===== src/rtl/seq_pkg.sv =====
package seq_pkg;
  typedef enum logic {
    ST_IDLE = 1'b0,
    ST_RUN  = 1'b1
  } seq_st_t;
endpackage


===== src/rtl/seq_nest_cnt.sv =====
module seq_nest_cnt #(
  parameter int IW = 4,
  parameter int CW = 5,
  parameter int SW = 2
) (
  input  logic          clk,
  input  logic          rst,
  input  logic          load,
  input  logic          adv,
  input  logic [IW-1:0] src_ld,
  input  logic [CW-1:0] dst_ld,
  input  logic [SW-1:0] sub_ld,
  input  logic [SW-1:0] sub_last,
  output logic [IW-1:0] src_el,
  output logic [CW-1:0] dst_el,
  output logic [SW-1:0] sub_el
);
  // Inner sub-element counter wraps at sub_last; element counters step on wrap.
  always_ff @(posedge clk) begin
    if (rst) begin
      src_el <= '0;
      dst_el <= '0;
      sub_el <= '0;
    end else if (load) begin
      src_el <= src_ld;
      dst_el <= dst_ld;
      sub_el <= sub_ld;
    end else if (adv) begin
      if (sub_el == sub_last) begin
        sub_el <= '0;
        src_el <= src_el + IW'(1);
        dst_el <= dst_el + CW'(1);
      end else begin
        sub_el <= sub_el + SW'(1);
      end
    end
  end

  AST_SUB_WRAP: assert property (@(posedge clk) disable iff (rst)
    (adv && !load && sub_el == sub_last) |=> (sub_el == '0));
  AST_ELEM_HOLD: assert property (@(posedge clk) disable iff (rst)
    (adv && !load && sub_el != sub_last) |=> (dst_el == $past(dst_el)));
endmodule


===== src/rtl/seq_pred.sv =====
module seq_pred #(
  parameter int NE = 16,
  parameter int IW = 4
) (
  input  logic          clk,
  input  logic          rst,
  input  logic          load,
  input  logic [NE-1:0] mask_in,
  input  logic          inv_in,
  input  logic          zero_in,
  input  logic [IW-1:0] idx,
  output logic          act,
  output logic          zero_mode
);
  logic [NE-1:0] mask_q;
  logic          inv_q;

  // Private copy of the mask; inversion is applied on read only.
  always_ff @(posedge clk) begin
    if (rst) begin
      mask_q    <= '0;
      inv_q     <= 1'b0;
      zero_mode <= 1'b0;
    end else if (load) begin
      mask_q    <= mask_in;
      inv_q     <= inv_in;
      zero_mode <= zero_in;
    end
  end

  assign act = mask_q[idx] ^ inv_q;

  AST_MASK_FROZEN: assert property (@(posedge clk) disable iff (rst)
    (!load && !$past(load)) |-> ($stable(mask_q) && $stable(inv_q)));
endmodule


===== src/rtl/vec_elem_seq.sv =====
module vec_elem_seq
  import seq_pkg::*;
#(
  parameter int MAXVL  = 16,
  parameter int MAXSUB = 4,
  localparam int IW = $clog2(MAXVL),
  localparam int CW = $clog2(MAXVL + 1),
  localparam int SW = $clog2(MAXSUB)
) (
  input  logic             clk,
  input  logic             rst,
  input  logic             start,
  input  logic             resume,
  input  logic [IW-1:0]    vl_m1,
  input  logic [SW-1:0]    subvl_m1,
  input  logic             src_vec,
  input  logic             dst_vec,
  input  logic [MAXVL-1:0] pmask,
  input  logic             pinv,
  input  logic             pzero,
  input  logic             ff_en,
  input  logic             elem_fail,
  input  logic             stall,
  input  logic [IW-1:0]    rs_src,
  input  logic [IW-1:0]    rs_dst,
  input  logic [SW-1:0]    rs_sub,
  output logic             step_valid,
  output logic [IW-1:0]    src_idx,
  output logic [IW-1:0]    dst_idx,
  output logic [SW-1:0]    sub_idx,
  output logic             wr_en,
  output logic             wr_zero,
  output logic             done,
  output logic             ff_hit,
  output logic [IW-1:0]    ff_idx
);
  seq_st_t       st;
  logic [CW-1:0] vl_q;
  logic [SW-1:0] sub_last_q;
  logic          svec_q, dvec_q, ff_q;
  logic          valid_q, en_q, zq_q;
  logic [IW-1:0] el_q;

  logic          go, more, fail_now, fail_take, take_next, adv;
  logic [IW-1:0] src_el;
  logic [CW-1:0] dst_el;
  logic [SW-1:0] sub_el;
  logic          act, zero_mode;

  assign go        = start && (st == ST_IDLE);
  assign more      = dst_el < vl_q;
  assign fail_now  = valid_q && ff_q && en_q && elem_fail;
  assign fail_take = fail_now && !stall;
  assign take_next = (st == ST_RUN) && !fail_take && (!valid_q || !stall);
  assign adv       = take_next && more;

  seq_nest_cnt #(.IW(IW), .CW(CW), .SW(SW)) u_cnt (
    .clk      (clk),
    .rst      (rst),
    .load     (go),
    .adv      (adv),
    .src_ld   (resume ? rs_src : '0),
    .dst_ld   (resume ? CW'(rs_dst) : '0),
    .sub_ld   (resume ? rs_sub : '0),
    .sub_last (sub_last_q),
    .src_el   (src_el),
    .dst_el   (dst_el),
    .sub_el   (sub_el)
  );

  seq_pred #(.NE(MAXVL), .IW(IW)) u_pred (
    .clk       (clk),
    .rst       (rst),
    .load      (go),
    .mask_in   (pmask),
    .inv_in    (pinv),
    .zero_in   (pzero),
    .idx       (dst_el[IW-1:0]),
    .act       (act),
    .zero_mode (zero_mode)
  );

  always_ff @(posedge clk) begin
    if (rst) begin
      st         <= ST_IDLE;
      vl_q       <= '0;
      sub_last_q <= '0;
      svec_q     <= 1'b0;
      dvec_q     <= 1'b0;
      ff_q       <= 1'b0;
      valid_q    <= 1'b0;
      en_q       <= 1'b0;
      zq_q       <= 1'b0;
      el_q       <= '0;
      src_idx    <= '0;
      dst_idx    <= '0;
      sub_idx    <= '0;
      done       <= 1'b0;
      ff_hit     <= 1'b0;
      ff_idx     <= '0;
    end else begin
      done <= 1'b0;
      case (st)
        ST_IDLE: begin
          if (start) begin
            vl_q       <= CW'(vl_m1) + CW'(1);
            sub_last_q <= subvl_m1;
            svec_q     <= src_vec;
            dvec_q     <= dst_vec;
            ff_q       <= ff_en;
            ff_hit     <= 1'b0;
            ff_idx     <= '0;
            st         <= ST_RUN;
          end
        end
        ST_RUN: begin
          if (fail_take) begin
            valid_q <= 1'b0;
            en_q    <= 1'b0;
            zq_q    <= 1'b0;
            ff_hit  <= 1'b1;
            ff_idx  <= el_q;
            done    <= 1'b1;
            st      <= ST_IDLE;
          end else if (take_next) begin
            if (more) begin
              valid_q <= 1'b1;
              el_q    <= dst_el[IW-1:0];
              src_idx <= svec_q ? src_el : '0;
              dst_idx <= dvec_q ? dst_el[IW-1:0] : '0;
              sub_idx <= sub_el;
              en_q    <= act;
              zq_q    <= !act && zero_mode;
            end else begin
              valid_q <= 1'b0;
              en_q    <= 1'b0;
              zq_q    <= 1'b0;
              done    <= 1'b1;
              st      <= ST_IDLE;
            end
          end
        end
        default: st <= ST_IDLE;
      endcase
    end
  end

  assign step_valid = valid_q;
  assign wr_en      = en_q && !fail_now;
  assign wr_zero    = zq_q;

  AST_STROBE_EXCL: assert property (@(posedge clk) disable iff (rst)
    !(wr_en && wr_zero));
  AST_SUB_RANGE: assert property (@(posedge clk) disable iff (rst)
    step_valid |-> (sub_idx <= sub_last_q));
  AST_SCALAR_SRC: assert property (@(posedge clk) disable iff (rst)
    (step_valid && !svec_q) |-> (src_idx == '0));
  AST_STALL_HOLD: assert property (@(posedge clk) disable iff (rst)
    (step_valid && stall) |=> (step_valid && $stable(dst_idx) && $stable(sub_idx) && $stable(src_idx)));
  AST_FAIL_STOP: assert property (@(posedge clk) disable iff (rst)
    (fail_now && !stall) |=> (!step_valid && done && ff_hit));
  AST_DONE_PULSE: assert property (@(posedge clk) disable iff (rst)
    done |=> !done);
  AST_IDLE_QUIET: assert property (@(posedge clk) disable iff (rst)
    (st == ST_IDLE) |-> !step_valid);
endmodule


===== config.mk =====
export PLATFORM = sky130hd
export DESIGN_NAME = vec_elem_seq
export DESIGN_NICKNAME = d
export VERILOG_FILES = /design/src/rtl/seq_pkg.sv /design/src/rtl/seq_nest_cnt.sv /design/src/rtl/seq_pred.sv /design/src/rtl/vec_elem_seq.sv
export SDC_FILE = /design/constraint.sdc
export NUM_CORES = 1
export LEC_CHECK = 0
export BUFFER_PORTS_ARGS = -buffer_cell sky130_fd_sc_hd__buf_2
export CELL_PAD_IN_SITES_DETAIL_PLACEMENT = 2
export CELL_PAD_IN_SITES_GLOBAL_PLACEMENT = 2
export CORE_MARGIN = 2
export CORE_UTILIZATION = 28
export CTS_CLUSTER_DIAMETER = 40
export DETAILED_ROUTE_END_ITERATION = 6
export PLACE_DENSITY_LB_ADDON = 0.1
export REMOVE_ABC_BUFFERS = 1
export SLEW_MARGIN = 0
export SYNTH_ARGS = -nofsm -noshare
export SYNTH_HDL_FRONTEND = slang
export SYNTH_SLANG_ARGS = --single-unit

===== constraint.sdc =====
create_clock -name clk -period 1.95 [get_ports clk]
set_input_delay 0.195 -clock clk [delete_from_list [all_inputs] [get_ports clk]]
set_output_delay 0.195 -clock clk [all_outputs]
set_load 0.01 [all_outputs]

==> results of run 1 <==
## worst min-delay path by stage
| stage | from | to | slack (ns) | cells after the start |
|---|---|---|---|---|
| detailed placement | vl_m1[0] | vl_q[0] | 0.43 | 2 |
| floorplan | rst | dst_idx[0] | 0.26 | 1 |
| global route | vl_m1[0] | vl_q[0] | 0.06 | 2 |
| global placement | vl_m1[0] | vl_q[0] | 0.42 | 2 |
| CTS | vl_m1[0] | vl_q[0] | 0.05 | 2 |
| finish | pmask[0] | u_pred.mask_q[0] | 0.08 | 3 |
## power by group through the flow
stage                     sequential (mW)  combinational (mW)  clock [mW]
after floorplan                      1.44               0.312           0
after global placement               1.44               0.650           0
after detailed placement             1.44               0.669           0
after CTS                            1.41               0.733        1.45
after global routing                 1.43               0.850        1.51
final                                1.41               0.767        1.40
## layout by cell type, fill, tap and decap left out, types with 9 or more instances in the layout
cell type / netlist / final
o21ai_1: 3 / 9
nand2_1: 62 / 61
buf_2: 4 / 61
nand4_1: 15 / 15
a21oi_1: 57 / 56
clkbuf_8: 0 / 9
nand3_1: 18 / 18
o21ai_0: 18 / 11
buf_4: 1 / 29
dfxtp_1: 63 / 60
## cell families after synthesis
| group | count (synthesis) | synth area share (%) |
|---|---|---|
| XOR/XNOR | 5 | 1.52 |
| AND/OR/NAND/NOR | 127 | 21.8 |
| multiplexers | 7 | 4.16 |
| flip-flops | 63 | 43.7 |
| adder cells (fa/ha/maj) | 7 | 3.03 |
| AO/OA/AOI/OAI | 102 | 20.7 |
| buffers and inverters | 35 | 5.11 |
## sequential cells by signal, indices dropped and copies added (netlist names), 2 cells and up
register	cells
dst_idx	4
el_q	4
ff_idx	4
src_idx	4
sub_idx	2
sub_last_q	2
u_cnt.dst_el	5
u_cnt.src_el	4
u_cnt.sub_el	2
u_pred.mask_q	16
vl_q	5
## worst reg2reg max path, stage by stage, from the launching register on
cell and delay [ns]:
dfxtp_2 0.33, inv_2 0.05, ha_4 0.24, a21oi_4 0.15
o21ai_2 0.08, and3_4 0.18, or4_4 0.51, a311oi_2 0.29
## metrics by stage
stage	std cells	setup WS [ns]	utilization, %	total power, mW	hold slack, ns
2_1_floorplan	317	-0.541	-	1.75	0.264
3_3_place_gp	540	-0.0485	33.9	2.09	0.418
3_5_place_dp	540	-0.182	33.9	2.11	0.432
4_1_cts	560	0.0157	37.1	3.60	0.0541
5_1_grt	561	-0.0467	37.9	3.78	0.0641
6_report	561	0.0428	37.9	3.58	0.0789
## area by class of cell
| type | instances | area [sq um] |
|---|---|---|
| repair buffers | 92 | 554 |
| clock inverters | 7 | 120 |
| inverters | 6 | 22.5 |
| fillers | 1195 | 6330 |
| well taps | 136 | 170 |
| clock buffers | 9 | 124 |
| flip-flops and latches | 63 | 1270 |
| multi-input cells | 248 | 1600 |
## metal layers
layer	global-route usage, %	up-vias	share of wire (%)
li1	-	1391	-
met1	21.5	1361	45
met2	31.3	49	51
met3	3.71	9	3.4
met4	5.36	0	1.2
met5	0	-	0
## timing repair
action,4_1_cts,5_1_grt
endpoints found under the setup margin,19,29
setup buffers,4,1
pin swaps,6,7
resized for setup,12,25
==> run summary, run 1 <==
Clock latency on the worst-skew pair, taken at its later pin, is roughly 0.34 ns. The share of flip-flops with an asynchronous set or reset came out at 0%. IR analysis of the VDD net gives a maximum drop of between 0.3 and 0.4 mV.

At the worst endpoint, the required time is approximately 2.2 ns. The cell family with the largest share of critical-path delay is simple AND/OR/NAND/NOR gates. The largest single stage delay on the critical path is about 0.51 ns.

The total number of yosys warnings is 0. The remaining antenna violation count after routing came out at 0. The normalized max-slew margin is between 50% and 60%. Derived from the worst setup path, the maximum achievable clock frequency is 524 MHz.

The top cell type's share of synthesized area came out at between 40% and 50%. The most critical setup path has its startpoint at vl_q[2]. The full die area came out at 0.0111 sq mm. The initial cell density of the core is 28.4%.

Counting every sink on the clock net gives 63. The global placement routability congestion came out at 0.761. After synthesis, flip-flops and latches occupy 43.7% of the total area. The sequential share of power came out at 39.5%. After detailed routing, the number of remaining DRC violations is 0. The number of enable-type register cells in the synthesized netlist is 0.

Setup violations remaining at the end of the flow were counted as 0. Setup repair after global routing could not meet its margin everywhere. The ratio of cells with drive above 1 in the final layout is 33.2%.

The count of buffers from port buffering is 61. The via count of the first global-routing pass is about 3,100. Synthesis inferred 63 register bits. The category of the most critical setup path is reg -> reg. By area the synthesized netlist is led by dfxtp_1, a21oi_1, nand2_1.

For this run, the leading register cell type out of synthesis is dfxtp_1. The internal power is approximately 2.5 mW. The library cell with the largest summed area after synthesis is dfxtp_1. The placed standard-cell area is 0.00345 sq mm. Yosys instantiated no cell more often than dfxtp_1.

The post-route cell area came out at 0.00386 sq mm. Dividing the final minimum period by the clock period gives 97.8%. The number of optimization iterations in the first detailed-route pass is 4. The number of different library cells in the post-synthesis netlist is 43. The total vias in the final route came out at ~2,800. Synthesis handed over a netlist of 346 instances. The clock skew after layout came out at ~0.0091 ns. The number of maximum-capacitance violations is 0.

The final hold violation count came out at 0. The overall routing resource usage came out at between 10% and 20%. TritonCTS built the clock tree.

After floorplanning, the core was sized to cover 0.0102 sq mm. Sorting the synthesized cells by how often they occur yields dfxtp_1, nand2_1, a21oi_1, clkbuf_1. In this run the critical register-to-register path is captured at u_cnt.src_el[3]. The net switching power came out at between 1 and 1.5 mW.

The reg-to-reg setup timing slack came out at around 0.043 ns. The number of buffer and inverter instances along the worst setup path is 1. The number of top-level design ports came out at 62.

The worst setup path is captured at a register. The data arrival time at the worst-slack endpoint is 2.16 ns. The height of the chip came out at between 100 and 150 um.

The first-pass GRT wire length is about 16,000 um. The fraction of power consumed by the clock network came out at 39.1%. The setup TNS is 0 ns. The critical-path maximum fanout came out at 6. For this run, the post-layout net count is 470. The number of violations reported at the end of detailed-routing iteration 0 came out at 84.

The minimum period implied by the final worst setup slack came out at 1.91 ns. The signed area change from the synthesized netlist to the final layout came out at 33.6%. The slew at the pin closest to its max-slew limit came out at 0.620 ns.

The per-instance average area after synthesis is 8.35 sq um. The leakage power is 1.50 nW. In the routed layout, each cell is associated on average with a via count of about 5. The horizontal die dimension is 106 um. The min-delay analysis places its worst path in the category in -> reg. The worst register-to-register path begins at vl_q[2]. For this block, the routed nets add up to 9390 um of wire. The startpoint class of the critical path is a register. After detailed routing, the average wire length per cell comes to approximately 17 um. After clock tree synthesis, the clock-pin slew on the worst setup and hold paths is 0.07 ns.

The post-synthesis cell area is 0.00289 sq mm. The maximum root-to-sink buffer count is 2. The standard-cell row count is 37. For this design, the slowest cell found on the critical path is or4_4. Following the worst setup path forward leads to its endpoint at u_cnt.src_el[3]. Power spread over the standard cell area amounts to 929 mW/mm^2. The cell count along the critical path is 7. The maximum number of pins on one net before global-route repair came out at 29. Walking the worst path, the cells encountered are inv_2 -> ha_4 -> a21oi_4 -> o21ai_2 -> and3_4 -> or4_4 -> a311oi_2. The share of power burned in combinational logic came out at 21.4%. The number of hold-repair buffers added at the cts stage is 0. The flow ran to the end, and the final reports show no timing, DRC or antenna violations. The number of antenna cells inserted came out at 0. The number of antenna violations at the first check in global routing is 0. The switching fraction of total power came out at 29.0%. The TritonCTS buffer count is 9. The clock root buffer is clkbuf_8. The final max-slew violation count is 0. The detailed-placement wirelength estimate came out at 6720 um.

The global-route congestion overflow total came out at 0. The number of H-tree levels came out at 3. The logic depth of the worst register-to-register path came out at 7.
No activity file was read; power rests on OpenSTA's default activity.
==> run 2: changes to the inputs <==
- CORE_UTILIZATION: 28 -> 29
- SYNTH_HIERARCHICAL: default -> 1
==> run 2 against run 1 <==
Effect of this change: the flow now finishes with violations (setup timing); power is 7.8% lower; global-route usage fell by 0.88 points; sequential share of layout area increased by 0.11 points; maximum frequency fell by 10%; sequential cell count did not move; critical path type unchanged; largest power group unchanged; highest routed layer unchanged.
==> run summary, run 2 <==
The remaining antenna violation count after routing is 0 (unchanged). The number of enable-type register cells in the synthesized netlist came out at 0 (unchanged). The flip-flop count of the largest register, all copies and words added came out at 16 (unchanged).

The critical-path maximum fanout is 5 (-1). The type of element capturing the critical path is a register. The number of top-level design ports is 62 (unchanged).

The final max-slew violation count came out at 0 (unchanged). The number of nets at the end of the flow came to 461 (-1.9%). The sequential share of power was 43.3% (+3.8 points). The most instantiated library cell after synthesis is dfxtp_1.

The switching fraction of total power is 29.7% (+0.71 points). The portion of the post-synthesis area used by sequential elements is 42.1% (-1.5 points). The worst hold path belongs to the class in -> reg. The total number of yosys warnings came out at 6 (+6).

The number of violations reported at the end of detailed-routing iteration 0 was 47 (-44%). The share of flip-flops with an asynchronous set or reset is 0% (unchanged). The wire length per cell is 16.4 um (-1.8%). The share of power burned in combinational logic was 21.7% (+0.3 points). Sorting the synthesized cells by how often they occur yields dfxtp_1, a21oi_1, nor2_1, nand2_1, mux2i_1. The internal power is 2.32 mW (-8.7%). The final reports fail on setup timing. By area the synthesized netlist is led by dfxtp_1, a21oi_1, mux2i_1. The ratio of cells with drive above 1 in the final layout is 31.3% (-1.9 points). The post-route cell area came to 0.00384 sq mm (-0.32%). The signed area change from the synthesized netlist to the final layout is 28.5%.

The final hold violation count is 0 (unchanged). The wire length reported by the detailed router came out at 9060 um (-3.6%). Leaving out fill and tap cells, the most frequent cell in the layout is buf_2. The flip-flop and latch count after synthesis came to 63 (unchanged). The fraction of power consumed by the clock network came to 35.0% (-4.1 points).

The number of optimization iterations in the first detailed-route pass is 4 (unchanged). The horizontal die dimension came out at 106 um (about the same). The largest total area in the synthesized netlist belongs to dfxtp_1. The final setup violation count is 10 (+10). The power density over the cells is 860 mW/mm^2 (-7.5%). The number of different library cells in the post-synthesis netlist is 42 (-2.3%). The first-pass GRT wire length is 14,700 um (-5.3%). TritonCTS built the clock tree. The per-cell via count in the routed design came out at 4.86 (-3.0%). The slowest cell on the critical path is dfxtp_2.

The TritonCTS buffer count came to 9 (unchanged). Setup repair after global routing could not meet its margin everywhere. The clock latency reported for the late side of the worst-skew pair was 0.34 ns (about the same). The slew at the pin closest to its max-slew limit came out at 0.754 ns (+0.134 ns). The global-route congestion overflow total is 0 (unchanged). The per-instance average area after synthesis came to 8.99 sq um (+7.7%). The most numerous cell type found on the critical path is inv_2. The fraction of the cycle the final worst path needs is 109% (+11 points).

The count of buffers from port buffering came to 61 (unchanged). The count of fill cells added during filler insertion is 1,166 (-2.4%). The standard-cell row count is 37 (unchanged). The most critical setup path has its startpoint at vl_q[2]. The flow ran to the end, but the final reports show violations. The standard cell core area came out at 0.0102 sq mm (unchanged).

The number of maximum-capacitance violations came out at 0 (unchanged). In this run the most critical hold path is launched from vl_m1[0]. The fmax is 471 MHz (-10%). The delay contributed by the slowest stage of the critical path came out at 0.33 ns (-0.18 ns). The worst-case hold slack came out at 0.0744 ns (-0.00444 ns). The peak supply drop is 0.379 mV (+21%). The root buffer cell chosen for the clock tree is clkbuf_8. By startpoint and endpoint, the worst setup path is classified as reg -> reg.

The top cell type's share of synthesized area is 42.1% (-1.5 points). The number of antenna violations at the first check in global routing was 0 (unchanged). The initial cell density of the core came out at 29.4% (+1.0 points).

The smallest setup slack after layout came to -0.172 ns (-0.215 ns). The clock-pin slew of the registers on the worst-case setup and hold paths is 0.07 ns (about the same). Among all flip-flop cells after synthesis, the most frequent one is dfxtp_1. The largest registers in the layout are u_pred/mask_q (16), u_cnt/dst_el (5), vl_q (5).

The leakage power is 1.57 nW (+4.9%). The global placement routability congestion came out at 0.788 (+3.5%). The height of the chip came out at 106 um (about the same). u_pred/mask_q holds more flip-flops than any other register. The overall routing resource usage is 16.8% (-0.88 points).

The via count of the first global-routing pass is 2,900 (-5.8%). The DRC violation count after routing is 0 (unchanged). The maximum root-to-sink buffer count came out at 2 (unchanged). The required time at the endpoint of the critical path came out at 2.19 ns (about the same).

The placed standard-cell area is 0.00350 sq mm (+1.4%). The normalized max-slew margin was 49.6% (-8.9 points). The number of antenna cells inserted is 0 (unchanged). In the layout the commonest cells are buf_2, dfxtp_1, a21oi_1, nor2_1, nand2_1.

The clock skew after layout is 0.00884 ns (-0.000306 ns). The critical path goes through inv_2 -> ha_4 -> a21o_1 -> a31oi_4 -> o21a_4 -> nand2_2 -> inv_2 -> buf_6 -> nand4_1 -> nor3_2 -> xor2_1 -> o21a_1. The post-synthesis cell area came out at 0.00299 sq mm (+3.6%).

The maximum number of pins on one net before global-route repair came to 65 (+120%). The net switching power came out at 980 uW (-5.5%). The data arrival time at the worst-slack endpoint came out at 2.36 ns (+0.20 ns). The detailed-placement wirelength estimate is 6320 um (-5.9%).

The gate count of the mapped netlist came out at 333 (-3.8%). The number of H-tree levels is 3 (unchanged). The worst register-to-register path begins at vl_q[2].

The full die area is 0.0111 sq mm (about the same). The startpoint class of the critical path is a register. The total vias in the final route was 2,677 (-4.7%). The number of clock sinks is 63 (unchanged). The minimum period implied by the final worst setup slack came out at 2.12 ns (+0.215 ns).
-- run 2: cell types whose count changed after synthesis, moves of 5 or more --
cell,previous run,this run
nor3_1,0,6
and2_1,2,12
a311oi_1,7,0
o21a_1,0,5
inv_1,6,16
clkbuf_1,21,6
nor2_1,8,31
mux2i_1,3,18
nand2_1,62,29
a21oi_1,57,36
-- run 2: worst paths after layout --
kind,slack [ns],depth (start not counted),to
worst max register to register,-0.17,12,u_cnt/dst_el[4]
worst min-delay path,0.07,2,vl_q[0]
worst max-delay path,-0.17,12,u_cnt/dst_el[4]
worst min register to register,0.46,2,wr_zero
-- run 2: power groups by stage --
| stage | sequential (mW) | clock [mW] | combinational [mW] |
|---|---|---|---|
| 6_report | 1.43 | 1.16 | 0.717 |
| 5_1_grt | 1.44 | 1.26 | 0.790 |
| 4_1_cts | 1.43 | 1.21 | 0.686 |
| 3_5_place_dp | 1.46 | 0 | 0.635 |
| 3_3_place_gp | 1.45 | 0 | 0.621 |
| 2_1_floorplan | 1.45 | 0 | 0.346 |
-- run 2: logic make-up (layout without fill, tap and decap cells) --
family / Yosys count / count (layout) / share of synthesized area [%]
adder cells (fa/ha/maj): 7 / 7 / 2.93
AO/OA/AOI/OAI: 71 / 71 / 14.2
other: 1 / 1 / 0.125
XOR/XNOR: 12 / 12 / 3.76
AND/OR/NAND/NOR: 122 / 122 / 20.2
flip-flops: 63 / 63 / 42.1
buffers and inverters: 34 / 116 / 6.31
multiplexers: 23 / 23 / 10.3
-- run 2: final cells by class --
type                       count  area [sq um]  area share (%)
inverter                      16          62.6            1.63
sequential                    63          1270            33.0
clock inverter                 3          42.5            1.11
clock buffer                  12           155            4.04
timing repair buffer          85           526            13.7
multi-input combinational    236          1620            42.2
tap                          136           170            4.43
-- run 2: metrics by stage --
step | setup TNS, ns | setup WS (ns) | utilization [%] | power [mW] | instances
after global placement | -1.34 | -0.200 | 34.4 | 2.07 | 530
after floorplan | -8.27 | -0.504 | - | 1.79 | 315
after global routing | -1.99 | -0.256 | 37.8 | 3.50 | 551
after detailed placement | -2.60 | -0.270 | 34.4 | 2.09 | 530
after CTS | -1.01 | -0.146 | 37.0 | 3.32 | 547
final | -0.917 | -0.172 | 37.8 | 3.30 | 551
-- run 2: worst max-delay path: cells and delay by family, from the launching register on --
kind / cells / cell delay, ns
compound gates: 4 / 0.72
xor+xnor: 1 / 0.10
fa+ha+maj: 1 / 0.24
buf+inv: 3 / 0.24
flops: 1 / 0.33
simple gates: 3 / 0.38
-- run 2: what timing repair did --
action	CTS	global route
hold buffers	0	0
resized for setup	22	15
setup buffers	2	4
endpoints found under the setup margin	13	19
pin swaps	7	9
-- run 2: layer usage --
layer,share of wire (%),vias to the layer above,global-route usage [%],routed length [um]
li1,-,1316,-,-
met1,44,1303,20.0,3990
met4,1.0,0,5.64,92
met2,52,51,29.9,4680
met3,3.2,7,3.65,294
met5,0,-,0,0
==> run 3: changes to the inputs <==
- MAX_ROUTING_LAYER: default -> met4
==> run 3 against run 2 <==
Effect of this change: worst setup slack worse by 0.0023 ns; maximum frequency is 0.11% lower; the flow still finishes with violations (setup timing); final cell count stayed put; critical path depth stayed put; combinational power hardly changed; critical endpoint unchanged; clock-buffer cell count stayed put; critical path type unchanged; sequential cell count stayed put.
==> run summary, run 3 (synthesis gave the netlist of run 2 again) <==
The number of clock sinks was 63 (unchanged). The core utilization of the finished layout is 37.8% (unchanged). The count of buffers from port buffering was 61 (unchanged).

The number of nets at the end of the flow was 461 (unchanged). The worst setup path is launched from a register. The data arrival time at the worst-slack endpoint came to 2.36 ns (about the same). The final setup violation count was 10 (unchanged).

The number of hold-repair buffers added at the cts stage came out at 0 (unchanged). The checks that failed: setup timing. The fmax is 471 MHz (-0.11%). The register ranked first by flip-flop count is u_pred/mask_q. In the final layout, the registers with the most flip-flops are u_pred/mask_q (16), u_cnt/dst_el (5), vl_q (5). The normalized max-slew margin came out at 49.5% (about the same). The peak supply drop came out at 0.380 mV (+0.12%). TritonCTS built the clock tree.

The leakage power is 1.57 nW (unchanged). The clock latency reported for the late side of the worst-skew pair came to 0.34 ns (about the same). The number of H-tree levels is 3 (unchanged). The DRC violation count after routing came to 0 (unchanged). The worst setup path is captured at a register.

The per-cell via count in the routed design is 4.88 (+0.45%). The number of top-level design ports is 62 (unchanged). The worst-case hold slack is 0.0749 ns (+0.000440 ns). The full die area came out at 0.0111 sq mm (unchanged). The ratio of cells with drive above 1 in the final layout is 31.3% (unchanged). By startpoint and endpoint, the worst setup path is classified as reg -> reg.

The flip-flop count of the largest register, all copies and words added came to 16 (unchanged). The initial cell density of the core is 29.4% (unchanged). The number of optimization iterations in the first detailed-route pass was 4 (unchanged).

The required time at the endpoint of the critical path is 2.19 ns (about the same). In the layout the commonest cells are buf_2, dfxtp_1, a21oi_1, nor2_1, nand2_1. The fraction of the cycle the final worst path needs is 109% (+0.12 points). The clock-pin slew of the registers on the worst-case setup and hold paths came out at 0.07 ns (about the same). The power density over the cells came out at 859 mW/mm^2 (about the same). The flow ran to the end, but the final reports show violations. The detailed-placement wirelength estimate came out at 6320 um (unchanged).

The global placement routability congestion was 0.799 (+1.4%). Setup repair after global routing could not meet its margin everywhere. The number of antenna cells inserted is 0 (unchanged).

The slew at the pin closest to its max-slew limit was 0.755 ns (+0.000708 ns). The clock skew after layout was 0.00791 ns (-0.000929 ns). The final max-slew violation count is 0 (unchanged).

The number of maximum-capacitance violations came to 0 (unchanged). The standard cell core area is 0.0102 sq mm (unchanged). The smallest setup slack after layout came out at -0.174 ns (-0.00235 ns). The critical-path maximum fanout came out at 5 (unchanged).

The overall routing resource usage is 17.2% (+0.41 points). The TritonCTS buffer count came out at 9 (unchanged). The via count of the first global-routing pass was 2,893 (-0.24%). The maximum root-to-sink buffer count was 2 (unchanged). The library cell used most frequently in the layout, excluding fill and tap cells, is buf_2. The horizontal die dimension came out at 106 um (unchanged). The total vias in the final route is 2,689 (+0.45%). The post-route cell area is 0.00384 sq mm (unchanged). The clock root buffer is clkbuf_8. The height of the chip came out at 106 um (unchanged). The min-delay analysis places its worst path in the category in -> reg. The maximum number of pins on one net before global-route repair came out at 65 (unchanged). The wire length reported by the detailed router was 9060 um (about the same). The wire length per cell came out at 16.4 um (about the same).

The number of violations reported at the end of detailed-routing iteration 0 is 43 (-8.5%). The number of antenna violations at the first check in global routing was 0 (unchanged). The global-route congestion overflow total is 0 (unchanged).

The minimum period implied by the final worst setup slack is 2.12 ns (+0.00235 ns). The final hold violation count is 0 (unchanged). The remaining antenna violation count after routing came out at 0 (unchanged).

The first-pass GRT wire length came out at 14,600 um (-0.24%). The signed area change from the synthesized netlist to the final layout is 28.5% (unchanged). The standard-cell row count came to 37 (unchanged). The placed standard-cell area came out at 0.00350 sq mm (unchanged).
==> run 3: cell counts in the layout (fill, tap and decap cells not counted) <==
No cell type changed its count.
==> run 3: final cells by class <==
class                           instances  area [sq um]
Clock buffer                           12           155
Clock inverter                          3          42.5
Fill cell                            1166          6340
Inverter                               16          62.6
Multi-Input combinational cell        236          1620
Sequential cell                        63          1270
Tap cell                              136           170
Timing Repair Buffer                   85           526
==> run 3: final timing paths <==
kind / from / to / cells after the start / slack [ns]
setup / recovery: vl_q[2] / u_cnt/dst_el[4] / 12 / -0.17
hold reg to reg: el_q[0] / ff_idx[0] / 2 / 0.46
hold / removal: vl_m1[0] / vl_q[0] / 2 / 0.07
setup reg to reg: vl_q[2] / u_cnt/dst_el[4] / 12 / -0.17
==> run 3: critical path, cell delays in order, from the launching register on <==
cell,delay (ns)
dfxtp_2,0.33
inv_2,0.05
ha_4,0.24
a21o_1,0.22
a31oi_4,0.17
o21a_4,0.15
nand2_2,0.06
inv_2,0.07
buf_6,0.12
nand4_1,0.09
nor3_2,0.23
xor2_1,0.10
o21a_1,0.18
==> run 3: per-stage QoR <==
stage	setup WS (ns)	setup TNS, ns	std cells	total power, mW
after floorplan	-0.504	-8.27	315	1.79
after global placement	-0.200	-1.34	530	2.07
after detailed placement	-0.270	-2.60	530	2.09
after CTS	-0.146	-1.01	547	3.32
after global routing	-0.256	-1.99	551	3.49
final	-0.174	-0.904	551	3.30
==> run 3: what timing repair did <==
item,in CTS,in global routing
pin swaps,7,9
buffers inserted,2,4
cloned,0,0
gates resized for setup,22,15
endpoints found under the setup margin,13,19
==> run 3: per-layer routing <==
metal	track usage, %	share of wire (%)
met1	20.0	44
met5	-	0
met2	29.9	52
met3	3.28	2.9
met4	5.64	1.1
==> run 3: where the power goes <==
part | switching, mW | total (mW) | internal (mW) | leakage [nW]
sequential | 0.0682 | 1.43 | 1.36 | 0.516
clock | 0.505 | 1.16 | 0.652 | 0.0985
combinational | 0.407 | 0.716 | 0.309 | 0.955
